<file path="config.mk">
export PLATFORM = sky130hd
export DESIGN_NAME = ivl_counter_chan
export DESIGN_NICKNAME = d
export VERILOG_FILES = /design/src/rtl/ivl_pkg.sv /design/src/rtl/ivl_ctrl.sv /design/src/rtl/ivl_core.sv /design/src/rtl/ivl_readout.sv /design/src/rtl/ivl_counter_chan.sv
export SDC_FILE = /design/constraint.sdc
export NUM_CORES = 1
export LEC_CHECK = 0
export ABC_AREA = 1
export BUFFER_PORTS_ARGS = -buffer_cell sky130_fd_sc_hd__clkbuf_2
export CAP_MARGIN = 20
export CORE_AREA = 2 2 195 197
export CTS_BUF_LIST = sky130_fd_sc_hd__clkbuf_2 sky130_fd_sc_hd__clkbuf_4 sky130_fd_sc_hd__clkbuf_8
export CTS_CLUSTER_DIAMETER = 100
export DETAILED_ROUTE_END_ITERATION = 16
export DIE_AREA = 0 0 197 199
export MAX_ROUTING_LAYER = met4
export PLACE_DENSITY = 0.47
export REMOVE_ABC_BUFFERS = 1
export SLEW_MARGIN = 10
export SYNTH_ARGS = -nofsm -noshare
export SYNTH_HDL_FRONTEND = slang
export SYNTH_SLANG_ARGS = --single-unit
</file>
<file path="constraint.sdc">
create_clock -name clk -period 10.5 [get_ports clk]
set_input_delay 1.575 -clock clk [delete_from_list [all_inputs] [get_ports clk]]
set_output_delay 1.575 -clock clk [all_outputs]
set_load 0.01 [all_outputs]
</file>
<file path="src/rtl/ivl_pkg.sv">
package ivl_pkg;
    localparam int CNT_W    = 16;
    localparam int BYTE_W   = 8;
    localparam int DIGITS   = CNT_W / 4;
    localparam int MAG_W    = CNT_W + 1;
    localparam int BIN_SPAN = 1 << CNT_W;
    localparam int BCD_SPAN = 10 ** DIGITS;
    localparam int SEL_LSB  = 6;
    localparam int RW_LSB   = 4;
    localparam int MODE_LSB = 1;
    localparam logic [2:0] SQUARE_CODE = 3'b011;

    typedef enum logic [1:0] {
        RW_LATCH = 2'b00,
        RW_LO    = 2'b01,
        RW_HI    = 2'b10,
        RW_LOHI  = 2'b11
    } rw_e;

    typedef enum logic {
        MD_TERM   = 1'b0,
        MD_SQUARE = 1'b1
    } mode_e;

    typedef struct packed {
        rw_e   rw;
        mode_e mode;
        logic  bcd;
    } cfg_t;

    // one step down; decimal digits borrow from the digit above
    function automatic logic [CNT_W-1:0] cnt_dec(input logic [CNT_W-1:0] v, input logic bcd);
        logic [CNT_W-1:0] r;
        logic borrow;
        r = v;
        borrow = 1'b1;
        if (!bcd) begin
            r = v - CNT_W'(1);
        end else begin
            for (int i = 0; i < DIGITS; i++) begin
                if (borrow) begin
                    if (v[4*i +: 4] == 4'd0) begin
                        r[4*i +: 4] = 4'd9;
                    end else begin
                        r[4*i +: 4] = v[4*i +: 4] - 4'd1;
                        borrow = 1'b0;
                    end
                end
            end
        end
        return r;
    endfunction

    // number of counts a value stands for; zero is the full span
    function automatic logic [MAG_W-1:0] cnt_mag(input logic [CNT_W-1:0] v, input logic bcd);
        logic [MAG_W-1:0] acc;
        acc = '0;
        if (v == '0) begin
            acc = bcd ? MAG_W'(BCD_SPAN) : MAG_W'(BIN_SPAN);
        end else if (!bcd) begin
            acc = {1'b0, v};
        end else begin
            for (int i = DIGITS - 1; i >= 0; i--) begin
                acc = acc * MAG_W'(10) + MAG_W'(v[4*i +: 4]);
            end
        end
        return acc;
    endfunction
endpackage

</file>
<file path="src/rtl/ivl_ctrl.sv">
module ivl_ctrl
    import ivl_pkg::*;
#(
    parameter logic [1:0] CHAN_ID = 2'd0
) (
    input  logic              clk,
    input  logic              rst,
    input  logic              wr_en,
    input  logic              is_ctrl,
    input  logic [BYTE_W-1:0] wr_data,
    output cfg_t              cfg,
    output logic              cfg_wr,
    output logic              latch_cmd,
    output logic              load_stb,
    output logic [CNT_W-1:0]  load_val
);
    logic              word_hit;
    logic              data_wr;
    logic              ptr_hi;
    logic [BYTE_W-1:0] lo_hold;

    assign word_hit  = wr_en && is_ctrl && (wr_data[SEL_LSB +: 2] == CHAN_ID);
    assign latch_cmd = word_hit && (wr_data[RW_LSB +: 2] == RW_LATCH);
    assign cfg_wr    = word_hit && (wr_data[RW_LSB +: 2] != RW_LATCH);
    assign data_wr   = wr_en && !is_ctrl;

    always_comb begin
        load_stb = 1'b0;
        load_val = '0;
        case (cfg.rw)
            RW_LO: begin
                load_stb = data_wr;
                load_val = {{BYTE_W{1'b0}}, wr_data};
            end
            RW_HI: begin
                load_stb = data_wr;
                load_val = {wr_data, {BYTE_W{1'b0}}};
            end
            RW_LOHI: begin
                load_stb = data_wr && ptr_hi;
                load_val = {wr_data, lo_hold};
            end
            default: ;
        endcase
    end

    always_ff @(posedge clk) begin
        if (rst) begin
            cfg     <= '{rw: RW_LOHI, mode: MD_TERM, bcd: 1'b0};
            ptr_hi  <= 1'b0;
            lo_hold <= '0;
        end else if (cfg_wr) begin
            cfg.rw   <= rw_e'(wr_data[RW_LSB +: 2]);
            cfg.mode <= (wr_data[MODE_LSB +: 3] == SQUARE_CODE) ? MD_SQUARE : MD_TERM;
            cfg.bcd  <= wr_data[0];
            ptr_hi   <= 1'b0;
        end else if (data_wr && (cfg.rw == RW_LOHI)) begin
            if (!ptr_hi) begin
                lo_hold <= wr_data;
            end
            ptr_hi <= !ptr_hi;
        end
    end
endmodule

</file>
<file path="src/rtl/ivl_core.sv">
module ivl_core
    import ivl_pkg::*;
(
    input  logic             clk,
    input  logic             rst,
    input  mode_e            mode,
    input  logic             bcd,
    input  logic             cfg_wr,
    input  logic             load_stb,
    input  logic [CNT_W-1:0] load_val,
    input  logic             tick,
    input  logic             gate,
    output logic [CNT_W-1:0] count,
    output logic             wave
);
    logic [CNT_W-1:0] reload;
    logic [CNT_W-1:0] dec_val;
    logic [CNT_W-1:0] sq_next;
    logic [MAG_W-1:0] half;
    logic             armed;

    assign dec_val = cnt_dec(count, bcd);
    assign sq_next = (count == CNT_W'(1)) ? reload : dec_val;
    assign half    = cnt_mag(reload, bcd) >> 1;

    always_ff @(posedge clk) begin
        if (rst) begin
            count  <= '0;
            reload <= '0;
            armed  <= 1'b0;
            wave   <= 1'b1;
        end else if (cfg_wr) begin
            armed <= 1'b0;
            wave  <= 1'b1;
        end else if (load_stb) begin
            count  <= load_val;
            reload <= load_val;
            armed  <= 1'b1;
            wave   <= (mode == MD_SQUARE);
        end else if (armed) begin
            if (mode == MD_SQUARE) begin
                if (!gate) begin
                    wave  <= 1'b1;
                    count <= reload;
                end else if (tick) begin
                    count <= sq_next;
                    wave  <= (cnt_mag(sq_next, bcd) > half);
                end
            end else if (gate && tick) begin
                count <= dec_val;
                if (dec_val == '0) begin
                    wave <= 1'b1;
                end
            end
        end
    end
endmodule

</file>
<file path="src/rtl/ivl_readout.sv">
module ivl_readout
    import ivl_pkg::*;
(
    input  logic              clk,
    input  logic              rst,
    input  rw_e               rw,
    input  logic              cfg_wr,
    input  logic              latch_cmd,
    input  logic              rd_fire,
    input  logic [CNT_W-1:0]  count,
    output logic [BYTE_W-1:0] rd_data,
    output logic              latched
);
    logic [CNT_W-1:0] snap;
    logic [CNT_W-1:0] src;
    logic             ptr_hi;
    logic             last_byte;

    assign src       = latched ? snap : count;
    assign last_byte = (rw != RW_LOHI) || ptr_hi;

    always_comb begin
        case (rw)
            RW_HI:   rd_data = src[CNT_W-1 -: BYTE_W];
            RW_LOHI: rd_data = ptr_hi ? src[CNT_W-1 -: BYTE_W] : src[BYTE_W-1:0];
            default: rd_data = src[BYTE_W-1:0];
        endcase
    end

    always_ff @(posedge clk) begin
        if (rst) begin
            snap    <= '0;
            latched <= 1'b0;
            ptr_hi  <= 1'b0;
        end else if (cfg_wr) begin
            latched <= 1'b0;
            ptr_hi  <= 1'b0;
        end else if (latch_cmd) begin
            if (!latched) begin
                snap    <= count;
                latched <= 1'b1;
            end
        end else if (rd_fire) begin
            if (rw == RW_LOHI) begin
                ptr_hi <= !ptr_hi;
            end
            if (last_byte) begin
                latched <= 1'b0;
            end
        end
    end
endmodule

</file>
<file path="src/rtl/ivl_counter_chan.sv">
module ivl_counter_chan
    import ivl_pkg::*;
#(
    parameter logic [1:0] CHAN_ID = 2'd0
) (
    input  logic              clk,
    input  logic              rst,
    input  logic              bus_wr,
    input  logic              bus_rd,
    input  logic              bus_ctrl,
    input  logic [BYTE_W-1:0] bus_wdata,
    output logic [BYTE_W-1:0] bus_rdata,
    input  logic              cnt_strobe,
    input  logic              gate,
    output logic              wave_out
);
    cfg_t             cfg;
    logic             cfg_wr;
    logic             latch_cmd;
    logic             load_stb;
    logic [CNT_W-1:0] load_val;
    logic [CNT_W-1:0] count;
    logic             rd_fire;
    logic             latched;

    assign rd_fire = bus_rd && !bus_ctrl;

    ivl_ctrl #(.CHAN_ID(CHAN_ID)) u_ctrl (
        .clk       (clk),
        .rst       (rst),
        .wr_en     (bus_wr),
        .is_ctrl   (bus_ctrl),
        .wr_data   (bus_wdata),
        .cfg       (cfg),
        .cfg_wr    (cfg_wr),
        .latch_cmd (latch_cmd),
        .load_stb  (load_stb),
        .load_val  (load_val)
    );

    ivl_core u_core (
        .clk      (clk),
        .rst      (rst),
        .mode     (cfg.mode),
        .bcd      (cfg.bcd),
        .cfg_wr   (cfg_wr),
        .load_stb (load_stb),
        .load_val (load_val),
        .tick     (cnt_strobe),
        .gate     (gate),
        .count    (count),
        .wave     (wave_out)
    );

    ivl_readout u_readout (
        .clk       (clk),
        .rst       (rst),
        .rw        (cfg.rw),
        .cfg_wr    (cfg_wr),
        .latch_cmd (latch_cmd),
        .rd_fire   (rd_fire),
        .count     (count),
        .rd_data   (bus_rdata),
        .latched   (latched)
    );
endmodule

</file>
* After elaboration in Yosys (flattened, before gate mapping)
Index checks and enable logic that the tools add are counted.
** Storage, ports and cells
- Flip-flop bits (word level) :: 65
- Bits of input ports :: 15
- Output and inout bits :: 9
- Word-level logic and storage cells :: 128
** Operators by class
- Add/subtract/negate cells :: 11
- Multipliers :: 6
- Order comparisons :: 1
- Equal/unequal tests :: 7
- Mux-type cells :: 51
- Bitwise operators :: 3
- Reduce and logical (&&, ||, !) cells :: 37
** Operator list (number)
- $mux 17 :: 12
- $mux 16 :: 9
- $add 17x4->17 :: 6
- $mul 17x3->16 const B :: 4
- $logic_not 16->1 :: 3
- $pmux 16 s3 :: 1
- $mux 4 :: 7
- $mux 1 :: 19
- $gt 17x16->1 :: 1
- $eq 16x1->1 const B :: 1
- $logic_not 4->1 :: 4
- $pmux 8 s2 :: 1
- $sub 16x1->16 const B :: 1
- $sub 4x1->4 const B :: 4
- $mul 4x3->7 const B :: 2
- $logic_and 1x1->1 :: 9
- $mux 8 :: 1
- $reduce_and 4->1 :: 2
- $reduce_bool 2->1 :: 4
- $reduce_and 2->1 :: 3
- $reduce_and 3->1 :: 2
- $reduce_bool 3->1 :: 2
- $eq 2x2->1 const B :: 2
- $logic_not 2->1 :: 2
- 9 further kinds :: 14

* Logic depth before layout (Yosys ltp)
- Depth after elaboration :: 31
- Gate-level depth with buffers :: 61
- Depth with buffers taken out :: 61

* By module
Synthesis repeated with hierarchy kept, for this count alone.
** Second synthesis, totals
- Cell total of the unflattened synthesis :: 1561
- Area, all modules :: 9593.0 µm²
** Modules (own cells, without submodules)
- ivl_core :: times used 1, cells each 1252, area an instance 7712.4 µm², sequential area each 680.7 µm²
- ivl_readout :: times used 1, cells each 164, area an instance 980.9 µm², sequential area each 360.3 µm²
- ivl_ctrl :: times used 1, cells each 143, area an instance 889.6 µm², sequential area each 260.2 µm²
- ivl_counter_chan :: times used 1, cells each 2, area an instance 10.0 µm², sequential area each 0.0 µm²

* Least setup slack after synthesis
OpenSTA, ideal clock, no wires.
- Path type :: flip-flop to flip-flop
- From :: register u_core.count[0]
- To :: register u_core.wave
- Setup time :: 0.115 ns
- Data arrival time :: 7.074 ns
- Required time :: 10.385 ns
- Path slack :: 3.312 ns
- Stages on the path, launching flop included :: 50
- Path buffers :: 0
- Clock period less this slack :: 7.188 ns
- Cell sequence :: dfxtp_1 -> inv_1 -> ha_1 -> nand2_2 -> nor2_4 -> nand2_1 -> nand2_1 -> o21ai_0 -> nand2_1 -> nand3_1 -> nand2_1 -> inv_1 -> ha_1 -> ha_1 -> inv_1 -> fa_1 -> nor2_1 -> xor2_1 -> [14 not listed] -> nand2_1 -> nand2_1 -> nor2_1 -> nand3_1 -> nor2_1 -> inv_1 -> a21oi_1 -> a21oi_1 -> ha_1 -> nand2_1 -> nor4_1 -> nand3b_1 -> a21oi_1 -> nand2_1 -> inv_1 -> nand2_1 -> nand2_1 -> nand2_1
** Between the ends
- Longest elaborated chain between the ends :: 31
- Elaborated cells on any way between the ends :: 41
- Those cells by class :: 5 x add/sub; 3 x mul; 1 x order compare; 1 x eq/ne; 26 x mux; 5 x reduce/logical
** RTL lines
- start: declaration :: line ivl_core.sv:13 : output logic [CNT_W-1:0] count,
- start signal: assignment :: line ivl_core.sv:36 : count <= load_val;
- start signal: assignment :: line ivl_core.sv:44 : count <= reload;
- start signal: assignment :: line ivl_core.sv:46 : count <= sq_next;
- $logic_not 4->1 :: line ivl_pkg.sv:42 : if (v[4*i +: 4] == 4'd0) begin
- $mux 1 :: line ivl_pkg.sv:42
- $mux 1 :: line ivl_pkg.sv:37 : if (!bcd) begin
- $mux 1 :: line ivl_pkg.sv:41 : if (borrow) begin
- $mux 1 :: line ivl_pkg.sv:37
- $mux 1 :: line ivl_pkg.sv:41
- $mux 1 :: line ivl_pkg.sv:37
- $mux 4 :: line ivl_pkg.sv:41
- [15 not listed]
- $mux 17 :: line ivl_core.sv:32 : end else if (cfg_wr) begin
- $mux 17 :: line ivl_core.sv:27 : if (rst) begin
- $gt 17x16->1 :: line ivl_core.sv:47 : wave <= (cnt_mag(sq_next, bcd) > half);
- $mux 1 :: line ivl_core.sv:45 : end else if (tick) begin
- $mux 1 :: line ivl_core.sv:42 : if (!gate) begin
- $mux 1 :: line ivl_core.sv:41 : if (mode == MD_SQUARE) begin
- $mux 1 :: line ivl_core.sv:40 : end else if (armed) begin
- $mux 1 :: line ivl_core.sv:35 : end else if (load_stb) begin
- end signal: assignment :: line ivl_core.sv:39 : wave <= (mode == MD_SQUARE);
- end signal: assignment :: line ivl_core.sv:47
- end: declaration :: line ivl_core.sv:14 : output logic wave
Several ways; a longest one is shown, not always the timed one. The select of a mux whose other input is x is not followed.
A chain may end at the register's enable or synchronous reset.

* Worst setup path in the final report
Same ends and word-level chain as after synthesis.

==> out/results.txt <==
Hpwl dp -> 22,900 um
GR Overflow Total -> 0
DR iter-0 viols -> 575
Max-Cap Viols -> 0
Final-report setup violation count -> 0
Average size of a mapped cell -> 6.14 um2
Worst Hold Class -> register to register
CP endpoint kind -> register
Residual DRC count -> 0
Hold Path Depth -> 2
Seq/Total Area, Yosys -> 0.141
Reg-to-reg endpoint -> u_core.wave
Number of hold buffers added after cts -> 0
Die area -> 0.0392 mm2
Worst-path maximum fanout -> 7
Fraction of registers with async set/reset -> 0
Root Buffer -> clkbuf_8
Outcome -> finished clean
FP Rows -> 71
Diodes inserted -> 0
Clk_lat worst skew -> 0.36 ns
Initial antenna violation count -> 0
Post-CTS sizing -> 0
Core ar. -> 0.0371 mm2
First-pass DRT Iterations -> 5
Largest net degree at the start of global routing -> 38
Top cell by count, worst path -> nand2_1
Worst path top cell family by delay -> adder cells
Final RePlAce weighted congestion -> 0.872
Yosys cell types -> 55
CTS Buf Count -> 9
Max_slew headroom -> 0.353
Fillers -> 4,216
Yosys top cell area share -> 0.166
Area growth syn-to-layout -> 9.07%
Starting Density -> 0.248
Final core occ -> 0.270
Final TNS setup -> 0 ns
Mapped cell area -> 0.00920 mm2
Slowest Stage Delay on Critical Path -> 0.47 ns
Register area -> 0.00130 mm2
Synth Instances -> 1,498
Clk sinks -> 65
Yosys warns -> 0
Post-CTS setup buffers -> 0
Largest area contributor in the netlist -> ha_1
Antenna viol nets, final -> 0
CTS tree -> built
Fin worst setup slack -> 2.14 ns
Mean number of vias per cell -> 4.70
CP required -> 10.76 ns
Die H -> 199 um
Reg2reg start -> u_core.count[0]
Least-Margin Pin Slew -> 0.969 ns
# IOs -> 24
Final Hold Violating Endpoints -> 0
Place WS -> 2.20 ns
Multi-input logic area -> 0.00680 mm2
First-pass GRT wire length -> 45,700 um
Port bufs -> 23
Post-synth EDFFs -> 0
Synth top area cells -> ha_1 17%, nand2_1 14%, dfxtp_1 14%
Nets -> 1,650
GRT Util Overall -> 0.149
Max Clk Rate -> 120 MHz
RSZ-0062 raised after global routing -> no
Share of post-route cells with drive strength above 1 -> 0.0571
CP max stage cell -> fa_1
CTS H-tree lvls -> 3
Final Max Tran Viols -> 0
Most frequent cells in the layout -> 348 x nand2_1, 248 x inv_1, 122 x ha_1
Top FF cell, synth -> dfxtp_1
Crit Path Class -> register to register
CP arrival -> 8.62 ns
Cells on worst reg2reg path -> 47
Most common cell after layout, fill and taps aside -> nand2_1
Horiz. Die Dim -> 197 um
Hold wc startpoint -> u_readout.snap[10]
Clk slew on worst S/H paths -> 0.08 ns
Fin crit period -> 8.36 ns
Routed WL -> 28,100 um
Clock skew -> 0.0154 ns
Fin crit share -> 0.797
R2R setup slack -> 2.14 ns
Hold Path Sink -> u_readout.snap[10]
Crit start category -> register
Via count -> 9,304
Vias in the first global route -> 8,859
Post-DR wirelength/cell -> 14.2 um
Yosys reg bits -> 65
Clock Path Buffers -> 2
Buf/Inv on CP -> 7
==> Yosys cell counts, types with 3 or more instances <==
cell type / count
nand3_1: 111
nor2_4: 5
dfxtp_1: 65
nor3_1: 17
ha_1: 122
a22oi_1: 3
inv_1: 248
xor2_1: 36
o21a_1: 5
buf_2: 4
nand2_2: 10
o21bai_1: 3
nand2_1: 348
nor2_2: 8
a211oi_1: 4
nand3_2: 4
a21oi_1: 117
clkbuf_1: 25
nand4_1: 24
xnor2_1: 16
nor2_1: 113
o22ai_1: 9
nand3b_1: 8
fa_1: 12
nor4_1: 3
o2111ai_1: 3
o31ai_1: 9
inv_2: 6
o21ai_0: 98
a221oi_1: 3
o211ai_1: 17
and2_1: 3
a21o_1: 3
a31oi_1: 11
==> through the flow <==
stage / hold WS, ns / cell area [um2] / cells
floorplan: 0.423 / 9060 / 1465
global placement: 0.438 / 9780 / 1964
detailed placement: 0.442 / 9780 / 1964
CTS: 0.454 / 10000 / 1980
global route: 0.474 / 10000 / 1980
finish: 0.454 / 10000 / 1980
==> sequential cells by signal (all words and copies together) (netlist names) <==
register and flops:
u_readout.snap 16, u_ctrl.ptr_hi 1, u_core.wave 1, u_ctrl.cfg 4
u_readout.latched 1, u_core.reload 16, u_core.count 16, u_core.armed 1
u_ctrl.lo_hold 8, u_readout.ptr_hi 1
==> worst max path at each step <==
stage,end,cells after the start,start,slack (ns)
after floorplan,u_core.wave,43,u_ctrl.cfg[0],3.12
after global placement,u_core.wave,52,u_core.count[0],2.19
after detailed placement,u_core.wave,47,u_core.count[0],2.20
after CTS,u_core.wave,47,u_core.count[0],2.13
after global routing,u_core.wave,51,u_core.count[0],1.06
final,u_core.wave,47,u_core.count[0],2.14
==> cell families after synthesis <==
family,synth area share
simple gates,0.315
compound gates,0.179
flops,0.141
other cells,0.000408
fa+ha+maj,0.192
buf+inv,0.120
xor+xnor,0.0513
==> routing by layer <==
layer / track usage / vias up / share of wire
li1: - / 4933 / -
met1: 0.199 / 4190 / 0.50
met2: 0.237 / 136 / 0.44
met3: 0.0115 / 45 / 0.024
met4: 0.0507 / 0 / 0.030
met5: - / - / 0
==> worst min-delay path: stages, from the launching register on <==
cell and delay, ns:
dfxtp_1 0.30, inv_1 0.06, a21oi_1 0.05
==> final cells by class <==
class	count	area share
Multi-Input combinational cell	1144	0.678
Sequential cell	65	0.130
Inverter	256	0.0959
Tap cell	474	0.0591
Clock buffer	10	0.0131
Timing Repair Buffer	25	0.0130
Clock inverter	6	0.0113
Power is left out: the tool's default activity adds up to more than one toggle a clock period on the data nets, which glitch-free logic cannot reach.
